**src/rtl/afs_pkg.sv**
```systemverilog
package afs_pkg;
  typedef enum logic {
    FMT_WORDCLK = 1'b0,
    FMT_PULSE   = 1'b1
  } afs_fmt_e;
endpackage

```
**src/rtl/afs_rst_sync.sv**
```systemverilog
module afs_rst_sync #(
  parameter int STAGES = 2
) (
  input  logic clk,
  input  logic rst_n,
  output logic rst_sync_n
);
  logic [STAGES-1:0] chain_q;

  always_ff @(posedge clk or negedge rst_n) begin
    if (!rst_n) chain_q <= '0;
    else        chain_q <= {chain_q[STAGES-2:0], 1'b1};
  end

  assign rst_sync_n = chain_q[STAGES-1];
endmodule

```
**src/rtl/afs_bit_counter.sv**
```systemverilog
module afs_bit_counter
  import afs_pkg::*;
#(
  parameter int CNT_W = 9
) (
  input  logic             clk,
  input  logic             rst_n,
  input  logic             bit_tick,
  input  logic             enable,
  input  afs_fmt_e         fmt,
  input  logic [CNT_W-1:0] bit_count,
  output logic             run,
  output logic [CNT_W-1:0] cnt,
  output logic             half
);
  logic             run_d, half_d;
  logic [CNT_W-1:0] cnt_d;

  // next-state
  always_comb begin
    run_d  = run;
    cnt_d  = cnt;
    half_d = half;
    if (!enable) begin
      run_d  = 1'b0;
      cnt_d  = '0;
      half_d = 1'b0;
    end else if (bit_tick) begin
      if (!run) begin
        run_d  = 1'b1;
        cnt_d  = '0;
        half_d = 1'b0;
      end else if (cnt >= bit_count) begin
        cnt_d  = '0;
        half_d = (fmt == FMT_PULSE) ? 1'b0 : ~half;
      end else begin
        cnt_d = cnt + 1'b1;
        if (fmt == FMT_PULSE) half_d = 1'b0;
      end
    end
  end

  // registers
  always_ff @(posedge clk or negedge rst_n) begin
    if (!rst_n) begin
      run  <= 1'b0;
      cnt  <= '0;
      half <= 1'b0;
    end else begin
      run  <= run_d;
      cnt  <= cnt_d;
      half <= half_d;
    end
  end

  // position only moves on a tick
  p_hold_no_tick_r8: assert property (@(posedge clk) disable iff (!rst_n)
    (enable && !bit_tick) |=> ($stable(cnt) && $stable(half)));

  // channel flag flips at each channel boundary in word-clock format
  p_half_flip_r3: assert property (@(posedge clk) disable iff (!rst_n)
    (enable && bit_tick && run && fmt == FMT_WORDCLK && cnt >= bit_count)
      |=> (half != $past(half)));

  // pulse format never enters the second half
  p_pulse_no_half_r4: assert property (@(posedge clk) disable iff (!rst_n)
    (enable && bit_tick && fmt == FMT_PULSE) |=> !half);
endmodule

```
**src/rtl/afs_strobe_shaper.sv**
```systemverilog
module afs_strobe_shaper
  import afs_pkg::*;
#(
  parameter int CNT_W = 9,
  parameter int PW_W  = 8
) (
  input  logic             run,
  input  logic [CNT_W-1:0] cnt,
  input  logic             half,
  input  afs_fmt_e         fmt,
  input  logic [CNT_W-1:0] bit_count,
  input  logic [PW_W-1:0]  pulse_width,
  input  logic             act_lvl,
  output logic             strobe,
  output logic             start,
  output logic [CNT_W:0]   idx
);
  localparam int CMP_W = (CNT_W > PW_W) ? CNT_W : PW_W;

  logic in_pulse;
  logic [CNT_W:0] half_len;

  assign in_pulse = (CMP_W'(cnt) <= CMP_W'(pulse_width));
  assign half_len = {1'b0, bit_count} + 1'b1;

  always_comb begin
    if (!run) begin
      strobe = ~act_lvl;
      start  = 1'b0;
      idx    = '0;
    end else begin
      start = (cnt == '0) && !half;
      idx   = {1'b0, cnt} + (half ? half_len : '0);
      if (fmt == FMT_PULSE) strobe = in_pulse ? act_lvl : ~act_lvl;
      else                  strobe = half ? ~act_lvl : act_lvl;
    end
  end
endmodule

```
**src/rtl/afs_frame_gen.sv**
```systemverilog
module afs_frame_gen
  import afs_pkg::*;
#(
  parameter int CNT_W = 9,
  parameter int PW_W  = 8
) (
  input  logic             clk,
  input  logic             rst_n,
  input  logic             bit_tick,
  input  logic             enable,
  input  logic             fmt_sel,
  input  logic [CNT_W-1:0] bit_count,
  input  logic [PW_W-1:0]  pulse_width,
  input  logic             pol_high,
  input  logic             frame_inv,
  output logic             frame_strobe,
  output logic             frame_start,
  output logic [CNT_W:0]   bit_index
);
  logic             rst_sync_n;
  logic             run, half, act_lvl;
  logic [CNT_W-1:0] cnt;
  afs_fmt_e         fmt;

  assign fmt     = afs_fmt_e'(fmt_sel);
  assign act_lvl = pol_high ^ frame_inv;

  afs_rst_sync #(.STAGES(2)) u_rst (
    .clk(clk), .rst_n(rst_n), .rst_sync_n(rst_sync_n)
  );

  afs_bit_counter #(.CNT_W(CNT_W)) u_cnt (
    .clk(clk), .rst_n(rst_sync_n), .bit_tick(bit_tick), .enable(enable),
    .fmt(fmt), .bit_count(bit_count), .run(run), .cnt(cnt), .half(half)
  );

  afs_strobe_shaper #(.CNT_W(CNT_W), .PW_W(PW_W)) u_shape (
    .run(run), .cnt(cnt), .half(half), .fmt(fmt), .bit_count(bit_count),
    .pulse_width(pulse_width), .act_lvl(act_lvl),
    .strobe(frame_strobe), .start(frame_start), .idx(bit_index)
  );

  // first tick under enable opens a frame
  p_start_on_enable_r2: assert property (@(posedge clk) disable iff (!rst_sync_n)
    (enable && bit_tick && !run) |=> (frame_start && bit_index == '0));

  // disable returns to idle on the next clock
  p_disable_idle_r9: assert property (@(posedge clk) disable iff (!rst_sync_n)
    !enable |=> (!frame_start && bit_index == '0));

  // the pulse is active on the first bit of every pulse-format frame
  p_pulse_at_start_r5: assert property (@(posedge clk) disable iff (!rst_sync_n)
    (frame_start && fmt_sel) |-> (frame_strobe == act_lvl));

  // word-clock frame begins in the first (active) channel
  p_wordclk_start_lvl_r3: assert property (@(posedge clk) disable iff (!rst_sync_n)
    (frame_start && !fmt_sel) |-> (frame_strobe == act_lvl));
endmodule

```
**config.mk**
```make
export PLATFORM = sky130hd
export DESIGN_NAME = afs_frame_gen
export DESIGN_NICKNAME = d
export VERILOG_FILES = /design/src/rtl/afs_pkg.sv /design/src/rtl/afs_rst_sync.sv /design/src/rtl/afs_bit_counter.sv /design/src/rtl/afs_strobe_shaper.sv /design/src/rtl/afs_frame_gen.sv
export SDC_FILE = /design/constraint.sdc
export NUM_CORES = 1
export LEC_CHECK = 0
export BUFFER_PORTS_ARGS = -buffer_cell sky130_fd_sc_hd__buf_4
export CAP_MARGIN = 20
export CORE_MARGIN = 4
export CORE_UTILIZATION = 28
export CTS_CLUSTER_DIAMETER = 30
export DETAILED_ROUTE_END_ITERATION = 7
export HOLD_SLACK_MARGIN = 0.06
export PLACE_DENSITY = 0.51
export SLEW_MARGIN = 20
export SYNTH_ARGS = -nofsm -noshare
export SYNTH_HDL_FRONTEND = slang
export SYNTH_SLANG_ARGS = --single-unit
```
**constraint.sdc**
```tcl
create_clock -name clk -period 6.2 [get_ports clk]
set_input_delay 0.31 -clock clk [delete_from_list [all_inputs] [get_ports clk]]
set_output_delay 0.31 -clock clk [all_outputs]
set_load 0.01 [all_outputs]
```
After elaboration in Yosys (flattened, before gate mapping) --
Index checks and enable logic that the tools add are counted.
Storage, ports and cells: bits in registers 13, bits of input ports 24, output and inout port bits 12
Operators by class: $add $sub $neg 3, order comparisons 2, equal/unequal tests 2, multiplexer cells 19, bitwise gates (word level) 3, reduce and logical (&&, ||, !) cells 4
Operators with widths (count):
- 9-bit two-way mux | 4
- 10-bit two-way mux | 2
- 1-bit two-way mux | 13
- 9-bit by 1-bit adder with 10-bit output (second input constant) | 1
- 9-bit by 10-bit adder with 10-bit output | 1
- 9-bit by 1-bit adder with 9-bit output (second input constant) | 1
- 9-bit greater-or-equal comparator | 1
- 9-bit by 8-bit <= comparator with 1-bit output | 1
- 9-bit logical NOT | 1
- 4-bit != test (second input constant) | 1
- 2-bit != test (second input constant) | 1
- 1-bit NOT | 2
- 2-bit AND reduction | 1
- 1-bit logical AND | 1
- 1-bit logical NOT | 1
- 1-bit bitwise XOR | 1

Depth between registers and ports, before layout --
Gate-level depths: netlist (run 1).
depth after elaboration 6, depth in mapped cells 10

Hierarchy --
From an unflattened synthesis (run 1), not the netlist that was laid out.
Second synthesis, totals: cells, all modules 236, area total of the unflattened synthesis 1816.7 µm²
Modules (own cells, without submodules):
- afs_strobe_shaper | instances 1, cells an instance 129, area each 909.6 µm², seq. area each 0.0 µm²
- afs_bit_counter | instances 1, cells an instance 103, area each 844.6 µm², seq. area each 275.3 µm²
- afs_rst_sync | instances 1, cells an instance 3, area each 53.8 µm², seq. area each 50.0 µm²
- afs_frame_gen | instances 1, cells an instance 1, area each 8.8 µm², seq. area each 0.0 µm²

Worst setup path before layout (run 1) --
No wires, ideal clock.
path type input port to output port, start in bit_count[0], end out bit_index[7], arrival time 2280 ps, required time 5890 ps, setup slack 3610 ps, stages on the path 9, buffers on the path 0, cell sequence ha_1 nand3_1 xnor2_1 and2_1 ha_1 and3_1 a2111oi_0 nor3_1 nor3b_1
On the way: longest elaborated chain between the ends 4
RTL lines:
- from (decl) | line afs_frame_gen.sv:12 | input logic [CNT_W-1:0] bit_count,
- 9-bit by 1-bit adder with 10-bit output | line afs_strobe_shaper.sv:24 | assign half_len = {1'b0, bit_count} + 1'b1;
- 10-bit two-way mux | line afs_strobe_shaper.sv:33 | idx = {1'b0, cnt} + (half ? half_len : '0);
- 9-bit by 10-bit adder with 10-bit output | line afs_strobe_shaper.sv:33
- 10-bit two-way mux | line afs_strobe_shaper.sv:27 | if (!run) begin
- to (decl) | line afs_frame_gen.sv:18 | output logic [CNT_W:0] bit_index
No other way between the ends.

Worst setup path in the final report (run 1) --
start reg u_cnt.half, end out bit_index[8]
On the way: longest elaborated chain between the ends 3
RTL lines:
- from (decl) | line afs_bit_counter.sv:14 | output logic half
- from (signal assigned) | line afs_bit_counter.sv:52 | half <= half_d;
- 10-bit two-way mux | line afs_strobe_shaper.sv:33
- 9-bit by 10-bit adder with 10-bit output | line afs_strobe_shaper.sv:33
- 10-bit two-way mux | line afs_strobe_shaper.sv:27
No other way between the ends.

==> metrics.csv, run 1 <==
stage,metric,value,unit
layout,Register Area,325,µm²
yosys,syn_nets,297,
yosys,Netlist cell types,51,
global_routing,GRT Overall Usage,12.5,%
yosys,Ys Warns,0,
floorplan,Starting Density,29.3,%
worst_setup_path,CP max stage cell,dfrtp_1,
yosys,number of synthesized flops with an enable pin,0,
floorplan,IO Pins,36,
global_routing,initial antenna violation count,0,
power,Internal,156,µW
floorplan,Die Y-Extent,90.1,µm
drt,DRT Pass-1 Iters,4,
cts,Worst-Skew Late Latency,0.24,ns
sta,setup_tns,0,ns
yosys,sequential area share after synthesis,17.2,%
power,VDD IR max,0.130,mV
drt,wire per inst,13.8,µm
layout,Final nets,333,
flow_run,MaxCap Viol Count,0,
layout,area growth from synthesis to layout,20.5,%
floorplan,die extent in x,90.1,µm
layout,layout cells sized above 1,16.5,%
cts,Hold Buf Count CTS,1,
cts,clock buffer depth,2,
sta,Slew HR,64.6,%
drt,Via density,5.07,
worst_setup_path,CP Max Fanout,13,
cts,H-tree depth,1,
power,sw frac,26.8,%
sta,Max Slew Vio Count,0,
yosys,syn avg cell area,7.77,µm²
sta,clk_skew,0.000602,ns
layout,fin area,2280,µm²
power,Sequential Power Share,42.1,%
yosys,Post-Syn Instances,243,
power,clock power share,34.7,%
yosys,leading post-synthesis cells by cell area,"ha_1, dfrtp_1, nor2b_1",
yosys,Synth Flop Type,dfrtp_1,
global_routing,vias in the first global route,1765,
power,Comb power frac,23.2,%
drt,DR DRC count,0,
global_routing,GR Overflow Total,0,
sta,"Hold Vio Cnt, Final",0,
status,status,"complete, no violations",
sta,final worst slack,3.22,ns
global_routing,first-pass GRT wire length,8490,µm
placed_design,placed cells,350,
floorplan,area of the core,6460,µm²
layout,post-layout util,35.3,%
sta,Hold WS,0.186,ns
yosys,commonest cells in the netlist,"ha_1, inv_1, o21ai_0",
placed_design,PortBufs,35,
layout,final non-filler cell total,355,
power,sw power,57.0,µW
sta,Max Freq,335,MHz
placed_design,hpwl dp,3870,µm
yosys,async set-reset flop share out of synthesis,100,%
sta,Final Critical Period,2.98,ns
worst_setup_path,worst path arrival time,2.67,ns
worst_setup_path,Startpoint Class,flip-flop,
worst_setup_path,worst-path cell chain,nor2b_1 > ha_1 > inv_1 > fa_1 > nor2b_1 > o21ai_0 > a21oi_1 > o211ai_1 > mux2i_1 > buf_4,
worst_setup_path,Required @ worst endpoint,5.89,ns
cts,clk sink count,13,
layout,antenna cells,0,
placed_design,RD Place Congestion,0.764,
power,total power,213,µW
global_routing,largest net degree at the start of global routing,22,
worst_setup_path,worst path bufs/invs,2,
placed_design,cell area after placement,2220,µm²
hold_path,HP Class,reg2async,
placed_design,Place WS,3.28,ns
cts,"Gates resized, CTS repair",0,
drt,Post-DRT Antenna Nets,0,
drt,Vias,1799,
cts,Worst-path clk slew,0.05,ns
cts,number of CTS-inserted buffers,3,
worst_setup_path,CP Class,reg2out,
sta,unrepaired setup endpoints after global routing,false,
worst_setup_path,"Largest stage delay, worst path",0.55,ns
yosys,area share of the largest cell type after synthesis,19.2,%
drt,Starting DRT DRC Count,51,
power,Leak,1.14,nW
yosys,most instantiated library cell after synthesis,ha_1,
cts,Post-CTS Setup Bufs,0,
sta,period utilization,48.1,%
sta,slew of the pin with the lowest slew margin,0.517,ns
sta,# setup viols final,0,
layout,Multi-input gate area,1440,µm²
yosys,Synth Cell Area,1890,µm²
yosys,Seq cells post-synth,13,
worst_setup_path,"delay-heaviest family, CP",compound AO/OA/AOI/OAI gates,
worst_setup_path,crit path capture type,primary output,
cts,CTS tree,done,
yosys,largest area contributor in the netlist,ha_1,
drt,Routed Wire Length,4880,µm
floorplan,number of core rows,29,
cts,root buffer cell,clkbuf_8,
floorplan,full die area,8130,µm²
layout,FILL cells,691,
power,power density over cell area,93.5,nW/µm²
worst_setup_path,"Top cell by count, worst path",nor2b_1,
## worst paths after layout
check | end | slack [ns] | cells after the start | startpoint
min in group clk | u_rst.chain_q[1]$_DFF_PN0_ | 0.35 | 0 | u_rst.chain_q[0]$_DFF_PN0_
worst min register to register | u_cnt.cnt[6]$_DFFE_PN0P_ | 0.19 | 0 | u_rst.chain_q[1]$_DFF_PN0_
worst max-delay path | bit_index[8] | 3.22 | 10 | u_cnt.half$_DFFE_PN0P_
max in group asynchronous | u_cnt.cnt[7]$_DFFE_PN0P_ | 5.70 | 0 | u_rst.chain_q[1]$_DFF_PN0_
worst min-delay path | u_cnt.cnt[6]$_DFFE_PN0P_ | 0.19 | 0 | u_rst.chain_q[1]$_DFF_PN0_
worst max register to register | u_cnt.half$_DFFE_PN0P_ | 3.97 | 6 | u_cnt.cnt[8]$_DFFE_PN0P_
## cells in the final DEF (no fill, tap or decap), types with 3 or more instances in the layout
master and count:
buf_4 35, ha_1 29, inv_1 24, o21ai_0 17
nor2b_1 15, nand2_1 14, dfrtp_1 13, nor2_1 12
nand3_1 10, a21oi_1 10, and3_1 8, nor3_1 8
and2_1 7, nand2b_1 7, or3_1 6, xnor2_1 6
a21boi_0 4, xor2_1 4, o21a_1 4, o211ai_1 3
clkbuf_8 3
## per-layer routing
| layer | up-vias | GRT usage (%) | routed length [µm] |
|---|---|---|---|
| met5 | - | 0 | 0 |
| met4 | 0 | 3.32 | 48 |
| met3 | 6 | 1.09 | 138 |
| met2 | 28 | 22.3 | 2360 |
| met1 | 829 | 16.0 | 2340 |
| li1 | 936 | - | - |
## cell type report
class                      count  area share (%)
multi-input combinational    200            63.4
sequential                    13            14.3
timing repair buffer          36            12.0
tap                           77            4.23
inverter                      25            4.12
clock buffer                   4            1.98
## kinds of logic (layout without fill, tap and decap cells)
kind of cell | Yosys count | in the layout | share of synthesized area, %
multiplexers | 3 | 3 | 1.72
AO/OA/AOI/OAI | 56 | 56 | 19.9
adder cells (fa/ha/maj) | 30 | 30 | 20.3
flip-flops | 13 | 13 | 17.2
buffers and inverters | 30 | 65 | 6.36
AND/OR/NAND/NOR | 100 | 100 | 29.7
XOR/XNOR | 10 | 10 | 4.64
other | 1 | 1 | 0.198
## power by group through the flow
stage,combinational [mW],sequential (mW),clock [mW]
4_1_cts,0.0504,0.0899,0.0768
5_1_grt,0.0569,0.0903,0.0827
3_3_place_gp,0.0494,0.0914,0
2_1_floorplan,0.0270,0.0900,0
3_5_place_dp,0.0497,0.0914,0
6_report,0.0495,0.0897,0.0739
## flip-flops by register name (all words and copies together), names as in the netlist
name and cells:
u_cnt.cnt 9, u_rst.chain_q 2, u_cnt.half 1, u_cnt.run 1
Note: power is estimated with default switching activity, not from simulation.
==> run 2: changes to the inputs <==
--- a/config.mk
+++ b/config.mk
@@ -5,6 +5,7 @@
 export SDC_FILE = /design/constraint.sdc
 export NUM_CORES = 1
 export LEC_CHECK = 0
+export ABC_AREA = 1
 export BUFFER_PORTS_ARGS = -buffer_cell sky130_fd_sc_hd__buf_4
 export CAP_MARGIN = 20
 export CORE_MARGIN = 4
==> constraint.sdc (replaced) <==
create_clock -name clk -period 2.9 [get_ports clk]
set_input_delay 0.145 -clock clk [delete_from_list [all_inputs] [get_ports clk]]
set_output_delay 0.145 -clock clk [all_outputs]
set_load 0.01 [all_outputs]
==> run 2 against run 1 <==
Global-route usage increased by 0.11 points. Via count decreased by 2.8%. Sequential share of layout area increased by 0.41 points. Routed wire length decreased by 3.9%. Highest routed layer unchanged. First-iteration DRC count increased by 45%. Sequential power increased by 130%. Combinational power increased to 3.0 times the previous value. Power increased by 140%. Setup slack got worse by 2.9 ns. Critical endpoint is now bit_index[6]. Worst hold slack got worse by 0.0036 ns.
==> metrics.csv, run 2 <==
stage,metric,value,unit,change
floorplan,IO Pins,36,,unchanged
drt,Starting DRT DRC Count,74,,+45%
layout,layout cells sized above 1,17.7,%,+1.2 points
flow_run,MaxCap Viol Count,0,,unchanged
worst_setup_path,Startpoint Class,flip-flop,,
sta,# setup viols final,0,,unchanged
layout,antenna cells,0,,unchanged
layout,most frequent cells in the layout,"nand2_1, inv_1, nor2_1, buf_4, ha_1",,
cts,clk sink count,13,,unchanged
yosys,leading post-synthesis cells by cell area,"ha_1, dfrtp_1, nand2_1",,
placed_design,cell area after placement,2170,µm²,-2.5%
drt,Vias,1749,,-2.8%
drt,Routed Wire Length,4690,µm,-3.9%
placed_design,hpwl dp,3880,µm,+0.40%
yosys,Seq cells post-synth,13,,unchanged
sta,final worst slack,0.294,ns,-2.93 ns
status,status,"complete, no violations",,
worst_setup_path,Required @ worst endpoint,2.76,ns,-3.13 ns
yosys,area share of the largest cell type after synthesis,19.9,%,+0.74 points
worst_setup_path,"Largest stage delay, worst path",0.46,ns,-0.09 ns
yosys,number of synthesized flops with an enable pin,0,,unchanged
sta,setup_tns,0,ns,unchanged
placed_design,RD Place Congestion,0.840,,+10%
yosys,Post-Syn Instances,272,,+12%
worst_setup_path,worst path arrival time,2.46,ns,-0.21 ns
yosys,xor/xnor share of the synthesized area,5.30,%,+0.66 points
yosys,syn_nets,326,,+9.8%
drt,wire per inst,12.1,µm,-12%
worst_setup_path,CP Class,reg2out,,
layout,Multi-input gate area,1320,µm²,-8.8%
sta,period utilization,89.9,%,
worst_setup_path,crit path capture type,primary output,,
global_routing,largest net degree at the start of global routing,12,,-45%
yosys,Adder-Cell Fraction of Synth Area,21.0,%,+0.78 points
yosys,multiplexer share of the synthesized area,0,%,-1.7 points
drt,Post-DRT Antenna Nets,0,,unchanged
worst_setup_path,worst-path cell chain,inv_1 > nor2_1 > ha_1 > inv_1 > fa_1 > o21ai_2 > a21oi_1 > xor2_1 > nor2_1 > buf_4,,
sta,Final Critical Period,2.61,ns,
global_routing,initial antenna violation count,0,,unchanged
layout,Largest register FFs,9,,unchanged
drt,DRT Pass-1 Iters,4,,unchanged
layout,FILL cells,720,,+4.2%
power,VDD IR max,0.193,mV,+49%
power,power density over cell area,232,nW/µm²,+150%
floorplan,Starting Density,28.8,%,-0.44 points
yosys,largest area contributor in the netlist,ha_1,,
cts,H-tree depth,1,,unchanged
worst_setup_path,CP Max Fanout,10,,-3
layout,Final nets,365,,+9.6%
yosys,Simple-Gate Fraction of Synth Area,32.8,%,+3.1 points
sta,"Hold Vio Cnt, Final",0,,unchanged
worst_setup_path,CP max stage cell,dfrtp_2,,
floorplan,die extent in x,88.6,µm,-1.7%
global_routing,GRT Overall Usage,12.6,%,+0.11 points
layout,leading registers by flop count,"u_cnt.cnt x9, u_rst.chain_q x2",,
yosys,commonest cells in the netlist,"nand2_1, inv_1, nor2_1",,
floorplan,Die Y-Extent,88.6,µm,-1.7%
global_routing,first-pass GRT wire length,7790,µm,-8.3%
cts,clock buffer depth,2,,unchanged
drt,DR DRC count,0,,unchanged
cts,CTS tree,done,,
sta,Max Slew Vio Count,0,,unchanged
hold_path,HP Class,reg2async,,
placed_design,PortBufs,35,,unchanged
drt,Via density,4.52,,-11%
layout,"commonest non-fill, non-tap cell in the layout",nand2_1,,
layout,fin area,2220,µm²,-2.4%
yosys,Synth Cell Area,1820,µm²,-3.7%
global_routing,vias in the first global route,1679,,-4.9%
sta,Max Freq,384,MHz,
cts,Worst-path clk slew,0.06,ns,about the same
cts,number of CTS-inserted buffers,3,,unchanged
yosys,Netlist cell types,33,,-35%
layout,largest reg by FF count,u_cnt.cnt,,
floorplan,full die area,7850,µm²,-3.4%
global_routing,GR Overflow Total,0,,unchanged
placed_design,Place WS,0.428,ns,-2.86 ns
yosys,most instantiated library cell after synthesis,nand2_1,,
placed_design,placed cells,382,,+9.1%
power,Leak,1.18,nW,+2.9%
yosys,syn avg cell area,6.69,µm²,-14%
sta,clk_skew,0.00298,ns,+0.00238 ns
cts,root buffer cell,clkbuf_8,,
cts,Post-CTS Setup Bufs,0,,unchanged
sta,Hold WS,0.182,ns,-0.00361 ns
yosys,Synth Area in Compound Gates,13.0,%,-6.9 points
layout,Register Area,327,µm²,+0.38%
yosys,main combinational cell family by area after synthesis,simple AND/OR/NAND/NOR gates,,
layout,final non-filler cell total,387,,+9.0%
yosys,async set-reset flop share out of synthesis,100,%,unchanged
yosys,sequential area share after synthesis,17.9,%,+0.66 points
sta,unrepaired setup endpoints after global routing,false,,
layout,area growth from synthesis to layout,22.1,%,
yosys,Synth Flop Type,dfrtp_1,,
yosys,Ys Warns,0,,unchanged
cts,Worst-Skew Late Latency,0.24,ns,about the same
floorplan,number of core rows,29,,unchanged
floorplan,area of the core,6310,µm²,-2.2%
[run 2: metrics by stage]
| step | power (mW) | utilization, % |
|---|---|---|
| after floorplan | 0.293 | - |
| after global placement | 0.361 | 34.3 |
| after detailed placement | 0.362 | 34.3 |
| after CTS | 0.527 | 35.2 |
| after global routing | 0.558 | 35.2 |
| final | 0.515 | 35.2 |
[run 2: power breakdown]
part           switching, mW  internal, mW  leakage [nW]
Combinational         0.0812        0.0670         0.980
Sequential            0.0170         0.190         0.173
Clock                 0.0627        0.0969        0.0228
[run 2: final cells by class]
class                      instances  share of cell area, %
sequential                        13                   14.7
timing repair buffer              36                   12.3
inverter                          44                   7.43
clock buffer                       4                   2.03
multi-input combinational        213                   59.2
tap                               77                   4.34
[run 2: final timing paths]
path	start	endpoint	slack [ns]	cells past startpoint
max	u_cnt.half$_DFFE_PN0P_	bit_index[6]	0.29	10
min	u_rst.chain_q[1]$_DFF_PN0_	u_cnt.cnt[4]$_DFFE_PN0P_	0.18	0
max reg2reg	u_cnt.cnt[2]$_DFFE_PN0P_	u_cnt.cnt[0]$_DFFE_PN0P_	1.13	8
min reg2reg	u_rst.chain_q[1]$_DFF_PN0_	u_cnt.cnt[4]$_DFFE_PN0P_	0.18	0
max in group asynchronous	u_rst.chain_q[1]$_DFF_PN0_	u_cnt.half$_DFFE_PN0P_	2.37	0
min in group clk	enable	u_cnt.run$_DFFE_PN0P_	0.19	3
[run 2: metal layers]
metal	global-route usage (%)	vias up	wire length [µm]
met5	0	-	0
met4	0.824	0	11
met3	2.33	2	178
met2	21.1	29	2190
met1	17.7	751	2320
li1	-	967	-
[run 2: kinds of logic (layout without fill, tap and decap cells)]
| group | after synthesis | in the layout |
|---|---|---|
| adder cells (fa/ha/maj) | 30 | 30 |
| other | 1 | 1 |
| buffers and inverters | 46 | 84 |
| AO/OA/AOI/OAI | 41 | 41 |
| XOR/XNOR | 11 | 11 |
| AND/OR/NAND/NOR | 130 | 130 |
| flip-flops | 13 | 13 |
[run 2: repair_timing]
action,in CTS,in global routing
hold buffers,1,0
hold endpoints to repair,2,0
setup endpoints to repair,0,1
gates resized for setup,0,1
[run 2: critical path: cells and delay by family (launching register included)]
kind	cells	cell delay, ns
xor gates and xnor gates	1	0.15
AOI/OAI and AO/OA	2	0.34
and+or+nand+nor	2	0.28
buffers and inverters	3	0.35
adders and majority gates	2	0.64
DFF	1	0.46
==> run 3: changes to the inputs <==
--- a/config.mk
+++ b/config.mk
@@ -14,6 +14,7 @@
 export DETAILED_ROUTE_END_ITERATION = 7
 export HOLD_SLACK_MARGIN = 0.06
 export PLACE_DENSITY = 0.51
+export RECOVER_POWER = 50
 export SLEW_MARGIN = 20
 export SYNTH_ARGS = -nofsm -noshare
 export SYNTH_HDL_FRONTEND = slang
==> run 3 against run 2 <==
Non-clock buffer count unchanged. Sequential power about the same. Via count decreased by 0.29%. Largest cell class unchanged. Routed wire length increased by 0.38%. Clock skew about the same. Fmax decreased by 1.6%.
==> metrics.csv, run 3 (synthesis results as in run 2) <==
stage,metric,value,unit,change
sta,Hold WS,0.183,ns,+0.000637 ns
worst_setup_path,worst path arrival time,2.50,ns,+0.04 ns
layout,Multi-input gate area,1300,µm²,-1.4%
placed_design,PortBufs,35,,unchanged
layout,layout cells sized above 1,16.5,%,-1.3 points
global_routing,first-pass GRT wire length,7790,µm,unchanged
floorplan,number of core rows,29,,unchanged
drt,DR top layer,met4,,
power,VDD IR max,0.193,mV,about the same
worst_setup_path,CP Class,reg2out,,
power,Leak,1.17,nW,-0.39%
sta,clk_skew,0.00308,ns,+0.0000987 ns
floorplan,full die area,7850,µm²,unchanged
cts,Worst-path clk slew,0.06,ns,about the same
worst_setup_path,Reg2Reg Setup Slack,0.84,ns,-0.29 ns
drt,Routed Wire Length,4710,µm,+0.38%
drt,Post-DRT Antenna Nets,0,,unchanged
drt,Vias,1744,,-0.29%
drt,WL met1,2320,µm,+0.26%
cts,Post-CTS Setup Bufs,0,,unchanged
layout,antenna cells,0,,unchanged
sta,unrepaired setup endpoints after global routing,false,,
layout,leading registers by flop count,"u_cnt.cnt x9, u_rst.chain_q x2",,
sta,period utilization,91.3,%,+1.4 points
cts,number of CTS-inserted buffers,3,,unchanged
layout,post-layout util,34.8,%,-0.36 points
drt,wire per inst,12.2,µm,+0.38%
floorplan,Starting Density,28.8,%,unchanged
global_routing,vias in the first global route,1679,,unchanged
sta,"Hold Vio Cnt, Final",0,,unchanged
hold_path,HP Class,reg2async,,
worst_setup_path,crit path capture type,primary output,,
worst_setup_path,Required @ worst endpoint,2.76,ns,about the same
drt,DR WL met3,177,µm,-0.56%
cts,root buffer cell,clkbuf_8,,
layout,area growth from synthesis to layout,20.9,%,
layout,largest reg by FF count,u_cnt.cnt,,
placed_design,hpwl dp,3880,µm,unchanged
global_routing,GR Overflow Total,0,,unchanged
drt,DR DRC count,0,,unchanged
power,power density over cell area,233,nW/µm²,+0.66%
drt,metal2 WL,2200,µm,+0.55%
status,status,"complete, no violations",,
floorplan,Die Y-Extent,88.6,µm,unchanged
cts,clock buffer depth,2,,unchanged
worst_setup_path,CP Max Fanout,10,,unchanged
layout,Final nets,365,,unchanged
sta,Max Freq,378,MHz,-1.6%
power,total power,513,µW,-0.36%
global_routing,GRT Overall Usage,12.6,%,unchanged
sta,# setup viols final,0,,unchanged
placed_design,RD Place Congestion,0.840,,unchanged
sta,Final Critical Period,2.65,ns,+0.0420 ns
floorplan,die extent in x,88.6,µm,unchanged
layout,Largest register FFs,9,,unchanged
layout,"commonest non-fill, non-tap cell in the layout",nand2_1,,
flow_run,MaxCap Viol Count,0,,unchanged
cts,Worst-Skew Late Latency,0.24,ns,about the same
drt,Starting DRT DRC Count,87,,+18%
cts,clk sink count,13,,unchanged
layout,most frequent cells in the layout,"nand2_1, inv_1, nor2_1",,
floorplan,IO Pins,36,,unchanged
layout,FILL cells,726,,+0.83%
sta,setup_tns,0,ns,unchanged
floorplan,area of the core,6310,µm²,unchanged
drt,DRT Pass-1 Iters,4,,unchanged
global_routing,initial antenna violation count,0,,unchanged
cts,H-tree depth,1,,unchanged
layout,Register Area,327,µm²,unchanged
global_routing,largest net degree at the start of global routing,12,,unchanged
drt,Via density,4.51,,-0.29%
cts,CTS tree,done,,
worst_setup_path,Startpoint Class,flip-flop,,
sta,Max Slew Vio Count,0,,unchanged
## run 3: power breakdown
| part | internal [mW] | switching [mW] |
|---|---|---|
| registers | 0.190 | 0.0163 |
| logic | 0.0658 | 0.0811 |
| clock network | 0.0969 | 0.0628 |
| total | 0.353 | 0.160 |
## run 3: critical path, stage by stage, from the launching register on
cell	delay (ns)
dfrtp_2	0.46
inv_1	0.14
nor2_1	0.16
ha_1	0.24
inv_1	0.08
fa_1	0.41
o21ai_2	0.23
a21oi_1	0.11
xor2_1	0.15
nor2_1	0.13
buf_4	0.14
## run 3: worst paths after layout
check | cells past startpoint | start | end
min in group clk | 3 | enable | u_cnt.run$_DFFE_PN0P_
setup / recovery | 10 | u_cnt.half$_DFFE_PN0P_ | bit_index[6]
setup reg to reg | 8 | u_cnt.cnt[2]$_DFFE_PN0P_ | u_cnt.cnt[3]$_DFFE_PN0P_
hold reg to reg | 0 | u_rst.chain_q[1]$_DFF_PN0_ | u_cnt.cnt[4]$_DFFE_PN0P_
max in group asynchronous | 0 | u_rst.chain_q[1]$_DFF_PN0_ | u_cnt.half$_DFFE_PN0P_
hold / removal | 0 | u_rst.chain_q[1]$_DFF_PN0_ | u_cnt.cnt[4]$_DFFE_PN0P_
## run 3: per-layer routing
metal | up-vias | GRT usage (%)
met3 | 2 | 2.33
li1 | 964 | -
met5 | - | 0
met2 | 25 | 21.1
met4 | 0 | 0.824
met1 | 753 | 17.7
## run 3: repair_timing
action,4_1_cts,5_1_grt
hold buffers,1,0
gates resized for setup,0,1
endpoints found under the setup margin,0,1
endpoints found under the hold margin,2,0
## run 3: metrics by stage
stage / setup WS [ns] / cell area, µm² / std cells
finish: 0.252 / 2200 / 387
floorplan: 0.879 / 1820 / 272
CTS: 0.152 / 2220 / 387
detailed placement: 0.428 / 2170 / 382
global route: 0.125 / 2200 / 387
global placement: 0.389 / 2170 / 382
## run 3: area by class of cell
cell class                 count  share of cell area [%]
timing repair buffer          36                    12.2
tap                           77                    4.38
sequential                    13                    14.8
multi-input combinational    213                    59.0
clock buffer                   4                    2.05
inverter                      44                    7.51
